$ cat config.mk
export PLATFORM = sky130hd
export DESIGN_NAME = irq_status_group
export DESIGN_NICKNAME = d
export VERILOG_FILES = /design/src/rtl/irq_status_pkg.sv /design/src/rtl/irq_status_ctrl.sv /design/src/rtl/irq_status_dp.sv /design/src/rtl/irq_status_group.sv
export SDC_FILE = /design/constraint.sdc
export NUM_CORES = 1
export LEC_CHECK = 0
export BUFFER_PORTS_ARGS = -buffer_cell sky130_fd_sc_hd__buf_4
export CELL_PAD_IN_SITES_DETAIL_PLACEMENT = 0
export CELL_PAD_IN_SITES_GLOBAL_PLACEMENT = 1
export CORE_MARGIN = 2
export CORE_UTILIZATION = 15
export DETAILED_ROUTE_END_ITERATION = 8
export PLACE_DENSITY_LB_ADDON = 0.1
export SETUP_SLACK_MARGIN = 0.05
export SLEW_MARGIN = 20
export SYNTH_ARGS = -nofsm -noshare
export SYNTH_HDL_FRONTEND = slang
export SYNTH_SLANG_ARGS = --single-unit
$ cat constraint.sdc
create_clock -name clk -period 1.6 [get_ports clk]
set_clock_uncertainty 0.05 [all_clocks]
set_input_delay 0.08 -clock clk [delete_from_list [all_inputs] [get_ports clk]]
set_output_delay 0.08 -clock clk [all_outputs]
set_load 0.02 [all_outputs]
$ cat src/rtl/irq_status_pkg.sv
package irq_status_pkg;

  // word offsets, decoded from busAddr[3:2]
  typedef enum logic [1:0] {
    SEL_STATUS = 2'd0,
    SEL_MASK   = 2'd1,
    SEL_UNMASK = 2'd2,
    SEL_DOMASK = 2'd3
  } regSelT;

  // strobes from control to datapath
  typedef struct packed {
    logic   clrStat;   // write-one-to-clear on status
    logic   clrMask;   // unmask command
    logic   setMask;   // mask command
    logic   rdStrobe;  // capture read data this edge
    regSelT rdSel;     // which word to capture
  } cmdT;

endpackage

$ cat src/rtl/irq_status_ctrl.sv
module irq_status_ctrl
  import irq_status_pkg::*;
#(
  parameter int ADDR_W = 4
) (
  input  logic              busWrEn,
  input  logic              busRdEn,
  input  logic [ADDR_W-1:0] busAddr,
  input  logic [3:0]        busByteEn,
  output cmdT               cmd
);

  logic   inWindow;
  logic   aligned;
  logic   wrAccept;
  regSelT sel;

  generate
    if (ADDR_W > 4) begin : g_hiDecode
      assign inWindow = (busAddr[ADDR_W-1:4] == '0);
    end else begin : g_noHi
      assign inWindow = 1'b1;
    end
  endgenerate

  assign aligned  = (busAddr[1:0] == 2'b00);
  assign sel      = regSelT'(busAddr[3:2]);
  assign wrAccept = busWrEn && aligned && inWindow && (busByteEn == 4'hF);

  always_comb begin
    cmd          = '0;
    cmd.rdSel    = sel;
    cmd.rdStrobe = busRdEn && aligned && inWindow;
    if (wrAccept) begin
      unique case (sel)
        SEL_STATUS: cmd.clrStat = 1'b1;
        SEL_UNMASK: cmd.clrMask = 1'b1;
        SEL_DOMASK: cmd.setMask = 1'b1;
        default:    ;  // mask word is read-only
      endcase
    end
  end

endmodule

$ cat src/rtl/irq_status_dp.sv
module irq_status_dp
  import irq_status_pkg::*;
#(
  parameter int NUM_EVT = 1
) (
  input  logic               clk,
  input  logic               rstN,
  input  cmdT                cmd,
  input  logic [NUM_EVT-1:0] evtIn,
  input  logic [NUM_EVT-1:0] wrBits,
  output logic [NUM_EVT-1:0] statusQ,
  output logic [NUM_EVT-1:0] maskQ,
  output logic               irqQ,
  output logic [31:0]        rdDataQ
);

  logic [NUM_EVT-1:0] statusD;
  logic [NUM_EVT-1:0] maskD;
  logic [31:0]        rdWord;

  // event applied after the clear so that it wins
  always_comb begin
    statusD = statusQ;
    if (cmd.clrStat) statusD = statusD & ~wrBits;
    statusD = statusD | evtIn;
  end

  always_comb begin
    maskD = maskQ;
    if (cmd.clrMask) maskD = maskD & ~wrBits;
    if (cmd.setMask) maskD = maskD | wrBits;
  end

  always_comb begin
    rdWord = '0;
    unique case (cmd.rdSel)
      SEL_STATUS: rdWord[NUM_EVT-1:0] = statusQ;
      SEL_MASK:   rdWord[NUM_EVT-1:0] = maskQ;
      default:    rdWord = '0;
    endcase
  end

  always_ff @(posedge clk or negedge rstN) begin
    if (!rstN) begin
      statusQ <= '0;
      maskQ   <= '1;
      irqQ    <= 1'b0;
      rdDataQ <= '0;
    end else begin
      statusQ <= statusD;
      maskQ   <= maskD;
      irqQ    <= |(statusQ & ~maskQ);
      rdDataQ <= cmd.rdStrobe ? rdWord : 32'd0;
    end
  end

endmodule

$ cat src/rtl/irq_status_group.sv
module irq_status_group
  import irq_status_pkg::*;
#(
  parameter int NUM_EVT = 1,
  parameter int ADDR_W  = 4
) (
  input  logic               clk,
  input  logic               rstN,
  input  logic [NUM_EVT-1:0] evtIn,
  input  logic               busWrEn,
  input  logic               busRdEn,
  input  logic [ADDR_W-1:0]  busAddr,
  input  logic [31:0]        busWrData,
  input  logic [3:0]         busByteEn,
  output logic [31:0]        busRdData,
  output logic               irqOut
);

  cmdT                cmd;
  logic [NUM_EVT-1:0] statusQ;
  logic [NUM_EVT-1:0] maskQ;
  logic               cmdClrStat;
  logic               cmdClrMask;
  logic               cmdSetMask;
  logic               unusedWrBits;

  assign unusedWrBits = &{1'b0, busWrData};

  irq_status_ctrl #(.ADDR_W(ADDR_W)) u_ctrl (
    .busWrEn   (busWrEn),
    .busRdEn   (busRdEn),
    .busAddr   (busAddr),
    .busByteEn (busByteEn),
    .cmd       (cmd)
  );

  irq_status_dp #(.NUM_EVT(NUM_EVT)) u_dp (
    .clk     (clk),
    .rstN    (rstN),
    .cmd     (cmd),
    .evtIn   (evtIn),
    .wrBits  (busWrData[NUM_EVT-1:0]),
    .statusQ (statusQ),
    .maskQ   (maskQ),
    .irqQ    (irqOut),
    .rdDataQ (busRdData)
  );

  assign cmdClrStat = cmd.clrStat;
  assign cmdClrMask = cmd.clrMask;
  assign cmdSetMask = cmd.setMask;

endmodule

==> results.ini, run 1 <==
[timing]
hold_viol = 0
drv_slew = 0
fin_crit_sh_pct = 83.11
min_period_ns = 1.330
rsz0062_at_grt = false
tns_ns = 0
max_clock_freq_mhz = 752.0
setup_viol_count_final = 0

[die]
core_area_mm2 = 0.002710
start_util_pct = 15.65
ios = 78
rows = 19
die_x_um = 57.18
fp.dieH_um = 57.18
dieArea_mm2 = 0.003269

[power_and_ir_drop]
peakVddDrop_mv = 0.2312
powerDensity_mw_per_mm2 = 686.6
p_leak_nw = 0.2802

[clocking]
clk_path_buf_depth = 2
h-tree-depth = 1
cts_root_buf = clkbuf_4
clk_latency_ns = 0.24
cts_sinks = 4
clk_pin_slew_ns = 0.03
numCtsBuffers = 3
cts_tree = done

[grt]
grt_pass1_vias = 226
grt_pass1_wl_um = 897
grt.overflow.total = 0
antenna_found_initial = 0
track_usage_pct = 4.028
grt_max_degree = 5

[worst_setup_path]
end_kind = flop
ff2ff_setup_slack_ns = 0.58
worstPathRequired_ns = 1.70
critPathLaunchType = input port
cp.arrival_ns = 1.43
cp_num_cells = 5
cpPeakStageDelay_ns = 0.53
path_delay_family = buffers and inverters
reg2reg_to = u_dp.rdDataQ[0]
cp_cell_sequence = dlygate4sd3_1 -> buf_4 -> and4bb_1 -> nand3_1 -> mux2_4
crit_type = in2reg
ff2ff_path_depth = 2
crit_start = busAddr[0]
cp_num_buf_inv = 2
crit_path_max_fanout = 2
cp_slowest_cell = dlygate4sd3_1

[place]
place_congestion = 0.6416
dp_hpwl_um = 617.1
dpl.cell_count = 92
port_buffers = 15

[worst_hold_path]
hold_path_startpoint = busAddr[2]
hold-path-cell-count = 2
hold_path_class = in2reg

[detailed_routing]
ant_nets = 0
wl_um = 684
drt_iter0_drc = 0
drc_errors = 0
wl_per_cell_um = 6.840
vias_per_cell = 2.820
drt_first_pass_iters = 1
routed-via-count = 282

[synthesis]
yosysWarnings = 0
synth.distinct_cells = 14
synthCells = 47
syn_area_um2 = 424.2
avgSynthCellArea_um2 = 9.025
synth-seq-cells = 4
synth-seq-area-share_pct = 23.89

[cells_and_area]
post-route-util_pct = 19.25
antenna_cells = 0
nNetsFinal = 115
fillers = 307
area_growth_pct = 23.01
instances_no_fill = 100
drive_above_1_share_pct = 28.99

[flow_run]
cap_violations = 0

[status]
outcome = complete, no violations

[power by group]
group,internal (mW),switching (mW)
clock,0.0938,0.0450
combinational,0.0339,0.0786
sequential,0.105,0.00150
total,0.233,0.125
[through the flow]
step	setup WS (ns)	hold WS [ns]	instance area [um2]	power, mW
floorplan	0.7417	-0.2656	536.8	0.2388
global placement	0.5638	-0.1702	455.4	0.2124
detailed placement	0.5146	-0.1705	455.4	0.2128
CTS	0.2703	0.05235	521.8	0.3680
global route	0.2434	0.04913	521.8	0.3863
finish	0.2702	0.06342	521.8	0.3583
[worst register-to-register path, stage by stage (launching register included)]
cell	delay [ns]
dfstp_2	0.54
mux2i_1	0.08
nor4_1	0.23
[layout make-up]
cell class	count	area (um2)	area share, %
multi-input combinational	42	202.7	38.85
timing repair buffer	19	152.6	29.26
sequential	4	101.3	19.42
tap	31	38.79	7.434
clock buffer	4	26.28	5.036
[cell usage in the layout (no fill, tap or decap), drive strengths merged]
| master | n |
|---|---|
| mux2 | 1 |
| nor4 | 1 |
| conb | 31 |
| nand2b | 1 |
| clkbuf | 4 |
| buf | 15 |
| nor2b | 1 |
| nor2 | 1 |
| mux2i | 1 |
| nand3 | 2 |
| dfstp | 1 |
| dlygate4sd3 | 4 |
| a21o | 1 |
| and4 | 1 |
| and4bb | 1 |
| dfrtp | 3 |
[synthesized netlist by cell type]
library cell	number	share of area, %
nor4_1	1	1.5
buf_4	31	55
mux2i_1	1	2.4
a21o_1	1	1.8
and4bb_1	1	2.9
nor2_1	1	0.88
conb_1	1	0.88
dfrtp_1	3	18
nor2b_1	1	1.5
dfstp_2	1	6.2
mux2_4	1	3.5
nand3_1	2	2.4
and4_1	1	2.1
nand2b_1	1	1.5
[repair_timing]
item / 4_1_cts / 5_1_grt
hold endpoints to repair: 6 / 0
hold buffers: 4 / 0
resized for setup: 0 / 0
buffers inserted: 0 / 0
[per-layer routing]
| layer | up-vias | global-route usage [%] | share of wire, % |
|---|---|---|---|
| met4 | 0 | 2.990 | 0 |
| met2 | 25 | 4.598 | 40 |
| met3 | 0 | 2.268 | 15 |
| li1 | 133 | - | - |
| met1 | 124 | 5.409 | 44 |
| met5 | - | 0 | 0 |
[cells by family (layout without fill, tap and decap cells)]
family	after synthesis	after routing	share of synthesized area, %
buffers and inverters	31	23	54.87
multiplexers	2	2	5.899
other	1	31	0.8841
AO/OA/AOI/OAI	1	1	1.771
AND/OR/NAND/NOR	8	8	12.69
flip-flops	4	4	23.89
[worst min-delay path by stage]
stage and to:
3_5_place_dp u_dp.irqQ, 6_report flop, 2_1_floorplan u_dp.irqQ, 4_1_cts flop
3_3_place_gp u_dp.irqQ, 5_1_grt flop
Power figures use the tool's default switching activity.
==> run 2: changes to the inputs <==
--- a/config.mk
+++ b/config.mk
@@ -9,7 +9,7 @@
 export CELL_PAD_IN_SITES_DETAIL_PLACEMENT = 0
 export CELL_PAD_IN_SITES_GLOBAL_PLACEMENT = 1
 export CORE_MARGIN = 2
-export CORE_UTILIZATION = 15
+export CORE_UTILIZATION = 14
 export DETAILED_ROUTE_END_ITERATION = 8
 export PLACE_DENSITY_LB_ADDON = 0.1
 export SETUP_SLACK_MARGIN = 0.05
==> constraint.sdc (replaced) <==
create_clock -name clk -period 1.25 [get_ports clk]
set_clock_uncertainty 0.05 [all_clocks]
set_input_delay 0.0625 -clock clk [delete_from_list [all_inputs] [get_ports clk]]
set_output_delay 0.0625 -clock clk [all_outputs]
set_load 0.02 [all_outputs]
==> run 2 against run 1 <==
- register-to-register slack worse by 0.37 ns
- core utilization down 0.81 points
- critical path depth down 3
- cell count unchanged
- sequential share of layout area unchanged
- die area up 6.6%
- via count up 0.35%
- combinational power up 29%
- critical path type is now reg2reg
- largest cell class unchanged
- largest power group unchanged
- highest routed layer unchanged
==> results.ini, run 2 (synthesis results as in run 1) <==
[timing]
min_period_ns = 1.035
setup_viol_count_final = 0
hold_viol = 0
max_clock_freq_mhz = 965.9
rsz0062_at_grt = false
tns_ns = 0
fin_crit_sh_pct = 82.82
drv_slew = 0

[worst_setup_path]
ff2ff_path_depth = 2
cp_slowest_cell = dfstp_2
worstPathRequired_ns = 1.31
end_kind = flop
crit_type = reg2reg
cpPeakStageDelay_ns = 0.54
ff2ff_setup_slack_ns = 0.21
reg2reg_to = u_dp.rdDataQ[0]
cp.arrival_ns = 1.09
crit_path_max_fanout = 3
critPathLaunchType = flop
cp_cell_sequence = mux2i_1 -> nor4_1

[place]
place_congestion = 0.5811
dp_hpwl_um = 637.4
port_buffers = 15

[grt]
met1_usage_pct = 5.214
use_met2_pct = 4.127
grt.overflow.total = 0
grt_max_degree = 5
globalRoute.busiestLayer = met1
grt_pass1_wl_um = 986
grt_use_met3_pct = 3.712
track_usage_pct = 4.259
antenna_found_initial = 0
grt_pass1_vias = 237

[status]
outcome = complete, no violations

[detailed_routing]
drt_iter0_drc = 4
drc_errors = 0
wl_um = 708
wl_per_cell_um = 7.080
drt_first_pass_iters = 3
vias_per_cell = 2.830
ant_nets = 0
routed-via-count = 283

[power_and_ir_drop]
peakVddDrop_mv = 0.1469
p_total_mw = 0.4565
powerDensity_mw_per_mm2 = 874.9
p_leak_nw = 0.2802

[clocking]
clk_latency_ns = 0.23
cts_root_buf = clkbuf_4
cts_tree = done
h-tree-depth = 1
clk_path_buf_depth = 2
numCtsBuffers = 3
cts_sinks = 4
clk_pin_slew_ns = 0.04
cts.repair.resized = 0
ctsHoldBuffers = 4
cts_setup_buffers = 0

[die]
fp.dieH_um = 59.04
core_area_mm2 = 0.002829
start_util_pct = 14.99
ios = 78
rows = 19
die_x_um = 59.04
dieArea_mm2 = 0.003486

[worst_hold_path]
hold_path_startpoint = busAddr[2]
hold_path_class = in2reg
hold-path-cell-count = 2

[cells_and_area]
antenna_cells = 0
nNetsFinal = 115
drive_above_1_share_pct = 28.99
area_growth_pct = 23.01
final_common_cell = conb_1
mostFrequentLayoutCells = conb_1, buf_4, dlygate4sd3_1
fillers = 323

[flow_run]
cap_violations = 0

run 2: cell counts in the layout (fill, tap and decap cells not counted):
No cell type changed its count.
run 2: routing by layer:
layer	share of wire (%)	vias to the layer above
met5	0	-
met4	0	0
met3	21	0
met2	37	30
met1	42	119
li1	-	134
run 2: metrics by stage:
stage / cells / hold slack, ns / setup slack (ns) / cell area, um2 / utilization (%)
floorplan: 77 / -0.2831 / 0.3917 / 536.8 / -
global placement: 92 / -0.1879 / 0.2102 / 455.4 / 16.10
detailed placement: 92 / -0.1899 / 0.2395 / 455.4 / 16.10
CTS: 100 / 0.03427 / 0.2163 / 521.8 / 18.44
global route: 100 / 0.02809 / 0.1705 / 521.8 / 18.44
finish: 100 / 0.04355 / 0.2147 / 521.8 / 18.44
run 2: worst max-delay path by stage:
stage	cells past startpoint	startpoint	end	slack (ns)
finish	2	flop	u_dp.rdDataQ[0]	0.21
detailed placement	2	flop	u_dp.rdDataQ[0]	0.24
global route	2	flop	u_dp.rdDataQ[0]	0.17
floorplan	2	flop	u_dp.rdDataQ[0]	0.39
CTS	2	flop	u_dp.rdDataQ[0]	0.22
global placement	2	flop	u_dp.rdDataQ[0]	0.21
run 2: power by group:
part	internal (mW)	switching [mW]	total [mW]
combinational	0.0434	0.101	0.144
sequential	0.135	0.00191	0.137
clock	0.120	0.0554	0.175
run 2: cell type report:
class | instances | area [um2] | share of cell area, %
Clock buffer | 4 | 26.28 | 5.036
Multi-Input combinational cell | 42 | 202.7 | 38.85
Sequential cell | 4 | 101.3 | 19.42
Tap cell | 31 | 38.79 | 7.434
Timing Repair Buffer | 19 | 152.6 | 29.26
run 2: critical path: cells and delay by family (launching register included):
family           cells  cell delay (ns)
multiplexers         1             0.08
flip-flops           1             0.54
AND/OR/NAND/NOR      1             0.25
